===== config.mk =====
export PLATFORM = sky130hd
export DESIGN_NAME = band_pwm_mod
export DESIGN_NICKNAME = d
export VERILOG_FILES = /design/src/rtl/band_pwm_pkg.sv /design/src/rtl/band_pwm_ramp.sv /design/src/rtl/band_pwm_stage.sv /design/src/rtl/band_pwm_bank.sv /design/src/rtl/band_pwm_level.sv /design/src/rtl/band_pwm_mod.sv
export SDC_FILE = /design/constraint.sdc
export NUM_CORES = 1
export LEC_CHECK = 0
export CAP_MARGIN = 20
export CORE_MARGIN = 1.5
export CORE_UTILIZATION = 50
export CTS_BUF_LIST = sky130_fd_sc_hd__clkbuf_4 sky130_fd_sc_hd__clkbuf_8
export CTS_CLUSTER_SIZE = 20
export DETAILED_ROUTE_END_ITERATION = 8
export GPL_TIMING_DRIVEN = 0
export PLACE_DENSITY = 0.75
export SYNTH_ARGS = -nofsm -noshare
export SYNTH_HDL_FRONTEND = slang
export SYNTH_SLANG_ARGS = --single-unit
export TNS_END_PERCENT = 5

===== constraint.sdc =====
create_clock -name clk -period 4.2 [get_ports clk]
set_input_delay 0.42 -clock clk [delete_from_list [all_inputs] [get_ports clk]]
set_output_delay 0.42 -clock clk [all_outputs]
set_load 0.01 [all_outputs]

===== src/rtl/band_pwm_pkg.sv =====
package band_pwm_pkg;

  typedef enum logic [1:0] {
    DISP_SAME  = 2'd0,
    DISP_SPLIT = 2'd1,
    DISP_ALT   = 2'd2,
    DISP_SPARE = 2'd3
  } disp_e;

  // True when band 'band' runs mirrored in arrangement 'mode'.
  function automatic logic band_inverted(input disp_e mode, input int band, input int nbands);
    logic inv;
    case (mode)
      DISP_SAME: inv = 1'b0;
      DISP_ALT:  inv = (band % 2) == 1;
      default:   inv = band < (nbands / 2);
    endcase
    return inv;
  endfunction

  // Instantaneous carrier height of one band.
  function automatic int carrier_value(input int band, input int top, input int ramp_v,
                                       input logic inv);
    return band * top + (inv ? (top - ramp_v) : ramp_v);
  endfunction

  // Reference lies outside the stacked carrier range.
  function automatic logic beyond_span(input int ref_v, input int half);
    return (ref_v > half) || (ref_v < -half);
  endfunction

endpackage


===== src/rtl/band_pwm_ramp.sv =====
module band_pwm_ramp #(
  parameter int TOP = 16,
  parameter int TW  = 5
) (
  input  logic          clk,
  input  logic          rst,
  output logic [TW-1:0] ramp,
  output logic          at_valley,
  output logic          at_peak
);
  logic [TW-1:0] ramp_q;
  logic          rising_q;

  assign ramp      = ramp_q;
  assign at_valley = ramp_q == '0;
  assign at_peak   = ramp_q == TW'(TOP);

  always_ff @(posedge clk) begin
    if (rst) begin
      ramp_q   <= '0;
      rising_q <= 1'b1;
    end else if (at_peak) begin
      ramp_q   <= ramp_q - 1'b1;
      rising_q <= 1'b0;
    end else if (at_valley) begin
      ramp_q   <= ramp_q + 1'b1;
      rising_q <= 1'b1;
    end else if (rising_q) begin
      ramp_q <= ramp_q + 1'b1;
    end else begin
      ramp_q <= ramp_q - 1'b1;
    end
  end
endmodule


===== src/rtl/band_pwm_stage.sv =====
module band_pwm_stage
  import band_pwm_pkg::*;
#(
  parameter int    REF_W    = 8,
  parameter disp_e RST_MODE = DISP_SPLIT
) (
  input  logic                    clk,
  input  logic                    rst,
  input  logic                    boundary,
  input  logic                    ref_valid,
  input  logic [REF_W-1:0]        ref_data,
  input  disp_e                   mode_in,
  output logic                    ref_ready,
  output logic signed [REF_W-1:0] act_ref,
  output disp_e                   act_mode
);
  logic [REF_W-1:0] pend_q;
  logic             full_q;
  logic             take_sample;
  logic             apply_sample;

  assign ref_ready    = !full_q;
  assign take_sample  = ref_valid && !full_q;
  assign apply_sample = boundary && full_q;

  always_ff @(posedge clk) begin
    if (rst) begin
      pend_q   <= '0;
      full_q   <= 1'b0;
      act_ref  <= '0;
      act_mode <= RST_MODE;
    end else begin
      if (apply_sample) begin
        act_ref <= $signed(pend_q);
        full_q  <= 1'b0;
      end
      if (take_sample) begin
        pend_q <= ref_data;
        full_q <= 1'b1;
      end
      if (boundary) act_mode <= mode_in;
    end
  end
endmodule


===== src/rtl/band_pwm_bank.sv =====
module band_pwm_bank
  import band_pwm_pkg::*;
#(
  parameter int NC  = 4,
  parameter int TOP = 16,
  parameter int TW  = 5,
  parameter int CW  = 7,
  parameter int OW  = 10
) (
  input  logic [TW-1:0]        ramp,
  input  disp_e                mode,
  input  logic signed [OW-1:0] ref_off,
  output logic [NC-1:0]        below
);
  for (genvar k = 0; k < NC; k++) begin : g_band
    logic          inv;
    int            cval;
    logic [CW-1:0] carrier;
    always_comb begin
      inv  = band_inverted(mode, k, NC);
      cval = carrier_value(k, TOP, int'(ramp), inv);
    end
    assign carrier  = CW'(cval);
    assign below[k] = $signed({{(OW-CW){1'b0}}, carrier}) < ref_off;
  end
endmodule


===== src/rtl/band_pwm_level.sv =====
module band_pwm_level
  import band_pwm_pkg::*;
#(
  parameter int NC    = 4,
  parameter int LW    = 3,
  parameter int REF_W = 8,
  parameter int HALF  = 32
) (
  input  logic [NC-1:0]           below,
  input  logic signed [REF_W-1:0] act_ref,
  output logic [LW-1:0]           level_next,
  output logic                    over_range
);
  int ones;
  always_comb begin
    ones = 0;
    for (int k = 0; k < NC; k++) ones = ones + int'(below[k]);
    level_next = LW'(ones);
    over_range = beyond_span(int'(act_ref), HALF);
  end
endmodule


===== src/rtl/band_pwm_mod.sv =====
module band_pwm_mod
  import band_pwm_pkg::*;
#(
  parameter int  LEVELS  = 5,
  parameter int  CAR_TOP = 16,
  parameter int  REF_W   = 8,
  localparam int NC      = LEVELS - 1,
  localparam int LW      = $clog2(LEVELS)
) (
  input  logic             clk,
  input  logic             rst,
  input  logic             ref_valid,
  input  logic [REF_W-1:0] ref_data,
  output logic             ref_ready,
  input  logic [1:0]       disp_sel,
  input  logic             ovm_clr,
  output logic [NC-1:0]    cmp_bits,
  output logic [LW-1:0]    level,
  output logic             ovm_flag
);
  localparam int TW   = $clog2(CAR_TOP + 1);
  localparam int SPAN = NC * CAR_TOP;
  localparam int CW   = $clog2(SPAN + 1);
  localparam int HALF = SPAN / 2;
  localparam int OW   = ((REF_W > CW) ? REF_W : CW) + 2;
  localparam logic [NC-1:0] RST_CMP = NC'((1 << (NC / 2)) - 1);
  localparam logic [LW-1:0] RST_LVL = LW'(NC / 2);

  logic [TW-1:0]           ramp;
  logic                    at_valley;
  logic                    at_peak;
  logic                    boundary;
  disp_e                   mode_in;
  logic signed [REF_W-1:0] act_ref;
  disp_e                   act_mode;
  logic signed [OW-1:0]    ref_off;
  logic [NC-1:0]           below;
  logic [LW-1:0]           level_next;
  logic                    over_range;

  assign boundary = at_valley || at_peak;
  assign mode_in  = disp_e'(disp_sel);
  assign ref_off  = OW'(act_ref) + OW'(HALF);

  band_pwm_ramp #(.TOP(CAR_TOP), .TW(TW)) u_ramp (
    .clk(clk), .rst(rst), .ramp(ramp), .at_valley(at_valley), .at_peak(at_peak)
  );

  band_pwm_stage #(.REF_W(REF_W), .RST_MODE(DISP_SPLIT)) u_stage (
    .clk(clk), .rst(rst), .boundary(boundary), .ref_valid(ref_valid),
    .ref_data(ref_data), .mode_in(mode_in), .ref_ready(ref_ready),
    .act_ref(act_ref), .act_mode(act_mode)
  );

  band_pwm_bank #(.NC(NC), .TOP(CAR_TOP), .TW(TW), .CW(CW), .OW(OW)) u_bank (
    .ramp(ramp), .mode(act_mode), .ref_off(ref_off), .below(below)
  );

  band_pwm_level #(.NC(NC), .LW(LW), .REF_W(REF_W), .HALF(HALF)) u_level (
    .below(below), .act_ref(act_ref), .level_next(level_next), .over_range(over_range)
  );

  always_ff @(posedge clk) begin
    if (rst) begin
      cmp_bits <= RST_CMP;
      level    <= RST_LVL;
      ovm_flag <= 1'b0;
    end else begin
      cmp_bits <= below;
      level    <= level_next;
      ovm_flag <= over_range || (ovm_flag && !ovm_clr);
    end
  end
endmodule


==> PnR_summary.wiki, run 1 <==
{| class="wikitable"
! Metric !! Value
|-
| Clock network fraction of design power || 34.2%
|-
| DR pass1 iterations || 4
|-
| CP Max Fanout || 7
|-
| Vias per cell || 5.27
|-
| Proportion of power drawn by combinational gates || 27.5%
|-
| CTS tree || built
|-
| Number of buffer cells added on primary ports || 22
|-
| Switching fraction of total power || 27.4%
|-
| Worst Setup Path Type || reg -> reg
|-
| Number of pins with negative max-slew slack in the final report || 0
|-
| Reported leakage power || 0.00111 µW
|-
| Final hold violation count || 0
|-
| Vias post-DR || 1691
|-
| Tightest hold margin || 0.455 ns
|-
| Number of warnings issued by yosys || 0
|-
| Initial drt markers || 85
|-
| Clock Pin Slew Worst Setup and Hold Paths || 0.07 ns
|-
| Ant diodes || 0
|-
| Primary FF master, synth || dfxtp_1
|-
| Number of CTS-inserted buffers || 5
|-
| Area fraction of the dominant cell type after synthesis || 31.6%
|-
| CP required || 4.37 ns
|-
| Sinks on the clock net || 33
|-
| Pwr per Cell Area || 367 nW/µm²
|-
| Boundary pin count || 23
|-
| Wire length of the first global-routing pass || 7.11 mm
|-
| Die Wd || 67.7 µm
|-
| Post-route minimum period || 4.02 ns
|-
| Clk Tree Root Cell || clkbuf_8
|-
| Number of antenna violations at the first check in global routing || 0
|-
| Data arrival, critical path || 4.20 ns
|-
| Cell area after synthesis || 2090 µm²
|-
| Mapped Cells || 240
|-
| Type of element launching the critical path || register
|-
| Final Cycle Share || 95.8%
|-
| Post-synth net total || 289
|-
| Antenna Nets Post-Route || 0
|-
| Final routed wire length divided by cell count || 13.2 µm
|-
| Worst clock skew || 0.00814 ns
|-
| NumNets Final || 319
|-
| Top cells by instance count after synthesis || ha_1 (34), dfxtp_1 (33), nor2_1 (26)
|-
| Flip-flop and latch count after synthesis || 33
|-
| Layout Area Growth over Synthesis || 20.3%
|-
| Final WL || 4.25 mm
|-
| Critical path endpoint category || register
|-
| Maximum achievable frequency || 249 MHz
|-
| Htree depth || 2
|-
| Number of maximum-capacitance violations || 0
|-
| Dominant cells by area after synthesis || dfxtp_1 (32%), ha_1 (20%), a21oi_1 (4.8%)
|-
| Transition at the pin with the smallest max-transition slack || 0.550 ns
|-
| Mean area per synthesized cell || 8.72 µm²
|-
| Core outline area || 4000 µm²
|-
| Part of the power in registers || 38.3%
|-
| Skew-Pair Late Insertion Delay || 0.28 ns
|-
| Initial core utilization || 52.3%
|-
| Die height || 67.7 µm
|-
| Worst vdd rail ir drop || 0.309 mV
|-
| Remaining max-slew budget at the tightest pin || 63.3%
|-
| EDFF count, synth || 0
|-
| Result of the run || complete, no violations
|-
| Non-filler cells in the finished layout || 321
|-
| Die Footprint || 4580 µm²
|-
| Share of cells above drive strength 1 || 9.23%
|-
| Cell with the most instances after synthesis || ha_1
|-
| All-Layer GR Usage || 21.1%
|-
| Part of the Yosys area used for sequential elements || 31.6%
|-
| Placement row count || 23
|-
| Placed Instances || 312
|-
| Async set or reset register ratio after synthesis || 0%
|-
| Number of library cell types mapped by synthesis || 36
|-
| Min-Delay Path Class || reg -> reg
|-
| Via count of the first global-routing pass || 1647
|-
| Maximum buffer depth of the clock tree || 2
|-
| Pin count of the biggest net entering global routing || 11
|-
| Internal power of the cells || 670 µW
|-
| Placed wire-length estimate || 3.15 mm
|-
| Total setup violations reported at the end of the flow || 0
|-
| Setup TNS Final || 0 ns
|-
| Total Power || 923 µW
|-
| Synth area leader || dfxtp_1
|-
| Switching power summed over all nets || 253 µW
|-
| Post-route DRC violation count || 0
|-
| Final estimated routing congestion in global placement || 0.844
|-
| Aggregate global routing overflow || 0
|}
-- per-layer routing --
metal  global-route usage [%]  routed length, µm
met1                     23.2               1890
met2                     37.4               2090
met3                     4.17                167
met4                     12.0                 93
met5                        0                  0
-- path summary, 6_finish.rpt --
kind / cells after the start / start / endpoint / slack [ns]
worst max-delay path: 15 / u_ramp.ramp[1]$_SDFF_PP0_ / level[1]$_SDFF_PP1_ / 0.18
worst min register to register: 2 / u_stage.pend_q[2]$_SDFFE_PP0P_ / u_stage.pend_q[2]$_SDFFE_PP0P_ / 0.45
worst min-delay path: 2 / u_stage.pend_q[2]$_SDFFE_PP0P_ / u_stage.pend_q[2]$_SDFFE_PP0P_ / 0.45
worst max register to register: 15 / u_ramp.ramp[1]$_SDFF_PP0_ / level[1]$_SDFF_PP1_ / 0.18
-- worst max-delay path, cell delays in order (launching register included) --
cell and delay, ns:
dfxtp_2 0.40, inv_1 0.07, ha_1 0.24, nor3b_4 0.17
ha_1 0.32, mux2_2 0.30, ha_1 0.27, inv_1 0.04
ha_1 0.27, and4_1 0.19, a211o_1 0.30, a21oi_1 0.14
ha_1 0.26, fa_1 0.41, ha_1 0.27, or2_2 0.26
-- placed cells by master, fill, tap and decap left out, types with 2 or more instances in the layout --
master | synthesis | layout
nor2b_1 | 6 | 6
nor4_1 | 2 | 2
clkbuf_8 | 0 | 6
dfxtp_1 | 33 | 31
or2_2 | 2 | 2
ha_1 | 34 | 34
dfxtp_2 | 0 | 2
nand2_1 | 25 | 25
mux2_2 | 4 | 4
nand2b_1 | 3 | 3
clkdlybuf4s50_1 | 0 | 22
and4_1 | 2 | 2
nand3_1 | 4 | 4
a211oi_1 | 4 | 4
clkbuf_1 | 5 | 5
inv_1 | 14 | 14
a21oi_1 | 20 | 20
xor2_1 | 4 | 4
nor2_1 | 26 | 26
mux2i_1 | 10 | 10
o21ai_0 | 14 | 14
a211o_1 | 3 | 3
xnor2_1 | 8 | 8
-- power by group through the flow --
stage	registers, µW	logic (µW)	clock network, µW
global placement	360	239	0
detailed placement	361	247	0
floorplan	365	158	0
global route	357	289	331
CTS	354	250	319
finish	354	253	316
-- final cells by class --
type,count,area [µm²]
Multi-Input combinational cell,186,1360
Clock buffer,7,90.1
Fill cell,342,1480
Inverter,14,52.6
Sequential cell,33,663
Tap cell,50,62.6
Timing Repair Buffer,23,228
Clock inverter,1,30.0
Buffer,7,35.0
-- flip-flops by register name, summed over array words and instances (netlist names) --
| name | flops |
|---|---|
| u_stage.full_q | 1 |
| u_stage.pend_q | 8 |
| u_ramp.ramp | 5 |
| cmp_bits | 4 |
| level | 3 |
| u_stage.act_mode | 2 |
| ovm_flag | 1 |
| u_stage.act_ref | 8 |
| u_ramp.rising_q | 1 |
-- cell families (layout without fill, tap and decap cells) --
logic type               Yosys count  count (layout)  share of synthesized area [%]
adder cells (fa/ha/maj)           35              35                           21.3
AND/OR/NAND/NOR                   78              78                           17.6
multiplexers                      14              14                           6.93
flip-flops                        33              33                           31.6
buffers and inverters             21              52                           4.18
AO/OA/AOI/OAI                     47              47                           13.4
XOR/XNOR                          12              12                           5.02
-- per-stage QoR --
stage	setup slack [ns]	instance area (µm²)	utilization, %
2_1_floorplan	0.308	2090	-
3_3_place_gp	0.0178	2380	59.4
3_5_place_dp	0.0200	2380	59.4
4_1_cts	0.0833	2500	62.5
5_1_grt	-0.000165	2520	62.9
6_report	0.178	2520	62.9
-- what timing repair did --
action | in CTS | in global routing
endpoints found under the setup margin | 1 | 1
pin swaps | 0 | 0
buffers inserted | 0 | 1
hold buffers | 0 | 0
gates resized for setup | 1 | 3
No activity file was read; power rests on OpenSTA's default activity.
==> inputs of run 2 (changes only) <==
- CORE_ASPECT_RATIO: not set -> 1.25
==> run 2 against run 1 <==
Compared with the run above: cell area shrank 0.40%; sequential power is essentially flat; via count is the same; largest cell class unchanged; sequential cell count is the same; non-clock buffer count shrank 1; sequential share of layout area grew 0.11 points; largest power group unchanged; clock skew shrank 0.0027 ns; die area is essentially flat; critical path type unchanged; count of clock-buffer cells in the layout is the same.
==> PnR_summary.wiki, run 2 (synthesis gave the netlist of run 1 again) <==
{| class="wikitable"
! Metric !! Value
|-
| Number of pins with negative max-slew slack in the final report || 0
|-
| Min-Delay Path Class || reg -> reg
|-
| Most frequent standard cell in the layout excluding fill and tap cells || ha_1
|-
| Maximum achievable frequency || 252 MHz
|-
| CP required || 4.37 ns
|-
| Critical path endpoint category || register
|-
| Clock Pin Slew Worst Setup and Hold Paths || 0.06 ns
|-
| Clk Tree Root Cell || clkbuf_8
|-
| Post-route minimum period || 3.97 ns
|-
| Worst clock skew || 0.00544 ns
|-
| Transition at the pin with the smallest max-transition slack || 0.550 ns
|-
| Remaining max-slew budget at the tightest pin || 63.4%
|-
| Vias post-DR || 1691
|-
| Final Cycle Share || 94.4%
|-
| Highest-count cells in the layout ignoring fill and taps || ha_1 (32), dfxtp_1 (31), nor2_1 (26)
|-
| Worst slack after detailed placement || -0.0402 ns
|-
| Placement row count || 26
|-
| NumNets Final || 318
|-
| Count of hold-fix buffers inserted at cts || 0
|-
| Final estimated routing congestion in global placement || 0.883
|-
| Die height || 75.3 µm
|-
| Aggregate global routing overflow || 0
|-
| CTS tree || built
|-
| Placed wire-length estimate || 3.15 mm
|-
| Initial core utilization || 51.5%
|-
| RSZ-0062 raised after global routing || false
|-
| Post-route DRC violation count || 0
|-
| Boundary pin count || 23
|-
| Pwr per Cell Area || 340 nW/µm²
|-
| Die Footprint || 4590 µm²
|-
| Initial drt markers || 38
|-
| Antenna Nets Post-Route || 0
|-
| Die Wd || 60.9 µm
|-
| Skew-Pair Late Insertion Delay || 0.29 ns
|-
| Share of cells above drive strength 1 || 9.67%
|-
| Number of maximum-capacitance violations || 0
|-
| Final routed wire length divided by cell count || 12.4 µm
|-
| Via count of the first global-routing pass || 1618
|-
| Vias per cell || 5.20
|-
| Layout Area Growth over Synthesis || 19.8%
|-
| Htree depth || 2
|-
| Maximum buffer depth of the clock tree || 2
|-
| CP Max Fanout || 7
|-
| Final hold violation count || 0
|-
| Pin count of the biggest net entering global routing || 11
|-
| Number of buffer cells added on primary ports || 22
|-
| Worst vdd rail ir drop || 0.250 mV
|-
| Buffer count from post-CTS setup fixing || 0
|-
| Final worst setup slack || 0.235 ns
|-
| All-Layer GR Usage || 21.1%
|-
| Total Power || 851 µW
|-
| Setup TNS Final || 0 ns
|-
| Result of the run || complete, no violations
|-
| Wire length of the first global-routing pass || 7.20 mm
|-
| Worst Setup Path Type || reg -> reg
|-
| Number of antenna violations at the first check in global routing || 0
|-
| Final WL || 4.03 mm
|-
| Total setup violations reported at the end of the flow || 0
|-
| Data arrival, critical path || 4.14 ns
|-
| Ant diodes || 0
|-
| Sinks on the clock net || 33
|-
| Number of CTS-inserted buffers || 5
|-
| Core outline area || 4070 µm²
|-
| Share of the core filled with cells || 61.7%
|-
| Type of element launching the critical path || register
|-
| DR pass1 iterations || 4
|-
| Reported leakage power || 0.00109 µW
|}
run 2: power breakdown:
group / switching [µW] / total (µW) / internal (µW)
logic: 120 / 251 / 131
registers: 14.8 / 355 / 340
clock network: 109 / 245 / 136
total: 244 / 851 / 607
run 2: layer usage:
layer | vias to the layer above | wire (µm) | GRT usage [%] | part of all wire (%)
met5 | - | 0 | 0 | 0
met3 | 9 | 102 | 4.92 | 2.5
li1 | 886 | - | - | -
met1 | 776 | 1790 | 25.4 | 44
met2 | 20 | 2060 | 36.7 | 51
met4 | 0 | 68 | 7.49 | 1.7
run 2: final timing paths:
path / cells after the start / end / start / slack (ns)
max: 15 / level[1]$_SDFF_PP1_ / u_ramp.ramp[1]$_SDFF_PP0_ / 0.23
max reg2reg: 15 / level[1]$_SDFF_PP1_ / u_ramp.ramp[1]$_SDFF_PP0_ / 0.23
min reg2reg: 2 / u_stage.pend_q[0]$_SDFFE_PP0P_ / u_stage.pend_q[0]$_SDFFE_PP0P_ / 0.45
min: 2 / u_stage.pend_q[0]$_SDFFE_PP0P_ / u_stage.pend_q[0]$_SDFFE_PP0P_ / 0.45
run 2: per-stage QoR:
| step | hold slack [ns] | cells | area (µm²) |
|---|---|---|---|
| 2_1_floorplan | 0.436 | 240 | 2090 |
| 3_3_place_gp | 0.443 | 318 | 2380 |
| 3_5_place_dp | 0.446 | 318 | 2380 |
| 4_1_cts | 0.454 | 325 | 2480 |
| 5_1_grt | 0.473 | 325 | 2510 |
| 6_report | 0.454 | 325 | 2510 |
run 2: cell type report:
cell class	instances	area (µm²)
Buffer	7	35.0
Sequential cell	33	663
Timing Repair Buffer	22	220
Clock buffer	7	90.1
Multi-Input combinational cell	186	1380
Tap cell	56	70.1
Fill cell	369	1560
Inverter	14	52.6
run 2: what timing repair did:
item                                    4_1_cts  5_1_grt
hold endpoints to repair                      0        0
gates resized for setup                       1        7
pin swaps                                     0        0
endpoints found under the setup margin        1        1
gates cloned                                  0        0
run 2: critical path: stages (launching register included):
cell     delay (ns)
dfxtp_2        0.36
inv_1          0.08
ha_2           0.22
nor3b_4        0.27
ha_4           0.25
mux2_2         0.28
ha_1           0.27
inv_1          0.04
ha_1           0.28
and4_1         0.19
a211o_1        0.30
a21oi_1        0.13
ha_1           0.26
fa_1           0.39
ha_1           0.27
or2_2          0.27
==> inputs of run 3 (changes only) <==
- PLACE_DENSITY: 0.75 -> 0.7
- clock period: 4.2 -> 4.8 ns (I/O delays scaled with it)
==> run 3 against run 2 <==
Compared with the run above: maximum frequency shrank 7.2%; power fell by 15%; utilization shrank 0.92 points; critical path type unchanged; sequential power fell by 13%; cell count rose by 0.31%; cell area fell by 1.5%; clock skew is 0.0028 ns lower.
==> PnR_summary.wiki, run 3 (synthesis gave the netlist of run 1 again) <==
{| class="wikitable"
! Metric !! Value
|-
| Result of the run || complete, no violations
|-
| Summed area of non-filler cells in the final layout || 2470 µm²
|-
| Wire length of the first global-routing pass || 6.87 mm
|-
| Cell occurring most often along the worst timing path || ha_1
|-
| Worst reg2reg path depth || 16
|-
| Final routed wire length divided by cell count || 12.1 µm
|-
| Die Footprint || 4590 µm²
|-
| Maximum achievable frequency || 234 MHz
|-
| Worst reg2reg path startpoint || u_ramp.ramp[1]$_SDFF_PP0_
|-
| Aggregate global routing overflow || 0
|-
| Area taken by flip-flops and latches || 661 µm²
|-
| CP required || 4.97 ns
|-
| Destination of the worst register-to-register timing path || level[1]$_SDFF_PP1_
|-
| Critical path endpoint category || register
|-
| Type of element launching the critical path || register
|-
| Worst Setup Path Type || reg -> reg
|-
| Layout fillers || 374
|-
| Placed Instances || 318
|-
| Min-Delay Path Class || reg -> reg
|-
| Count of hold-fix buffers inserted at cts || 0
|-
| Number of maximum-capacitance violations || 0
|-
| Remaining max-slew budget at the tightest pin || 63.9%
|-
| All-Layer GR Usage || 20.4%
|-
| Critical Path, Cell by Cell || inv_1 > ha_1 > nor3b_1 > ha_1 > mux2_2 > ha_1 > inv_1 > ha_1 > a211oi_1 > nor2_1 > a211o_1 > a21oi_1 > ha_1 > fa_1 > ha_1 > or2_2
|-
| Worst vdd rail ir drop || 0.234 mV
|-
| Multi-input logic area || 1350 µm²
|-
| Initial drt markers || 47
|-
| CP Max Fanout || 7
|-
| Skew-Pair Late Insertion Delay || 0.28 ns
|-
| Via count of the first global-routing pass || 1582
|-
| Startpoint of the lowest-slack hold path || u_stage.pend_q[0]$_SDFFE_PP0P_
|-
| R2R Setup Slk || 0.53 ns
|-
| Placement row count || 26
|-
| Number of buffer cells added on primary ports || 22
|-
| Final WL || 3.96 mm
|-
| Boundary pin count || 23
|-
| Die height || 75.3 µm
|-
| Transition at the pin with the smallest max-transition slack || 0.541 ns
|-
| Share of the core filled with cells || 60.7%
|-
| Endpoint of the worst hold-timing path || u_stage.pend_q[0]$_SDFFE_PP0P_
|-
| RSZ-0062 raised after global routing || false
|-
| Final estimated routing congestion in global placement || 0.850
|-
| Initial core utilization || 51.5%
|-
| Vias per cell || 5.10
|-
| Worst clock skew || 0.00260 ns
|-
| Number of CTS-inserted buffers || 5
|-
| Number of antenna violations at the first check in global routing || 0
|-
| Final hold violation count || 0
|-
| Core outline area || 4070 µm²
|-
| Data arrival, critical path || 4.45 ns
|-
| Post-route DRC violation count || 0
|-
| Setup TNS Final || 0 ns
|-
| Pwr per Cell Area || 295 nW/µm²
|-
| Antenna Nets Post-Route || 0
|-
| Highest-count cells in the layout ignoring fill and taps || ha_1 (34), dfxtp_1 (33), nor2_1 (26)
|-
| CTS tree || built
|-
| Cell depth of the worst min-delay path || 2
|-
| Share of cells above drive strength 1 || 7.78%
|-
| Max incr delay on CP || 0.40 ns
|-
| Htree depth || 2
|-
| Maximum buffer depth of the clock tree || 2
|-
| Resized Gates After CTS || 0
|-
| Most frequent standard cell in the layout excluding fill and tap cells || ha_1
|-
| Ant diodes || 0
|-
| Non-filler cells in the finished layout || 326
|-
| Post-route minimum period || 4.27 ns
|-
| Critical path buffers and inverters || 2
|-
| Layout Area Growth over Synthesis || 18.0%
|-
| Reported leakage power || 0.00108 µW
|-
| Total setup violations reported at the end of the flow || 0
|-
| Delay-heaviest family, CP || adder cells
|-
| Die Wd || 60.9 µm
|-
| Clk Tree Root Cell || clkbuf_8
|-
| DR pass1 iterations || 4
|-
| NumNets Final || 318
|-
| Post-Place Cell Area || 2380 µm²
|-
| Critical-path top delay cell || fa_1
|-
| Vias post-DR || 1663
|-
| Number of pins with negative max-slew slack in the final report || 0
|-
| Clock Pin Slew Worst Setup and Hold Paths || 0.07 ns
|-
| Pin count of the biggest net entering global routing || 11
|-
| Placed wire-length estimate || 3.14 mm
|-
| Sinks on the clock net || 33
|-
| Final Cycle Share || 89.0%
|-
| Buffer count from post-CTS setup fixing || 0
|}
-- run 3: cell count changes in the layout (fill, tap and decap cells not counted), moves of 2 or more --
cell      before  now
ha_1          32   34
dfxtp_2        2    0
clkinv_2       0    2
dfxtp_1       31   33
-- run 3: cell type report --
cell class	count	area share [%]
flip-flops and latches	33	26.7
plain buffers	7	1.42
multi-input cells	186	54.5
clock inverters	2	0.405
inverters	14	2.13
clock buffers	6	3.09
repair buffers	22	8.92
well taps	56	2.84
-- run 3: where the power goes --
part           total, µW  switching [µW]  leakage (µW)  internal [µW]
clock                204            98.4     0.0000484            106
sequential           309            12.4      0.000270            297
combinational        214             105      0.000764            109
-- run 3: tightest hold or removal path, stage by stage, from the launching register on --
cell and delay (ns):
dfxtp_1 0.31, nand2_1 0.05, a21oi_1 0.05
-- run 3: metal layers --
layer	wire, µm	global-route usage (%)	vias up	part of all wire (%)
met5	0	0	-	0
met4	67	7.25	0	1.7
met3	101	4.07	6	2.6
met2	2010	36.0	20	51
met1	1780	24.3	753	45
li1	-	-	884	-
-- run 3: through the flow --
| step | hold slack, ns | total power, µW | worst slack [ns] |
|---|---|---|---|
| 4_1_cts | 0.457 | 739 | 0.535 |
| 5_1_grt | 0.475 | 784 | 0.241 |
| 3_3_place_gp | 0.442 | 526 | 0.586 |
| 2_1_floorplan | 0.436 | 458 | 0.908 |
| 3_5_place_dp | 0.447 | 532 | 0.542 |
| 6_report | 0.455 | 728 | 0.526 |
-- run 3: how the worst max path moves through the flow --
stage | from | end | slack [ns] | cells past startpoint
6_report | u_ramp.ramp[1]$_SDFF_PP0_ | level[1]$_SDFF_PP1_ | 0.53 | 16
5_1_grt | u_ramp.ramp[1]$_SDFF_PP0_ | level[1]$_SDFF_PP1_ | 0.24 | 16
4_1_cts | u_ramp.ramp[1]$_SDFF_PP0_ | level[1]$_SDFF_PP1_ | 0.53 | 15
3_5_place_dp | u_ramp.ramp[1]$_SDFF_PP0_ | level[1]$_SDFF_PP1_ | 0.54 | 16
3_3_place_gp | u_ramp.ramp[1]$_SDFF_PP0_ | level[1]$_SDFF_PP1_ | 0.59 | 15
2_1_floorplan | u_ramp.ramp[1]$_SDFF_PP0_ | level[1]$_SDFF_PP1_ | 0.91 | 15
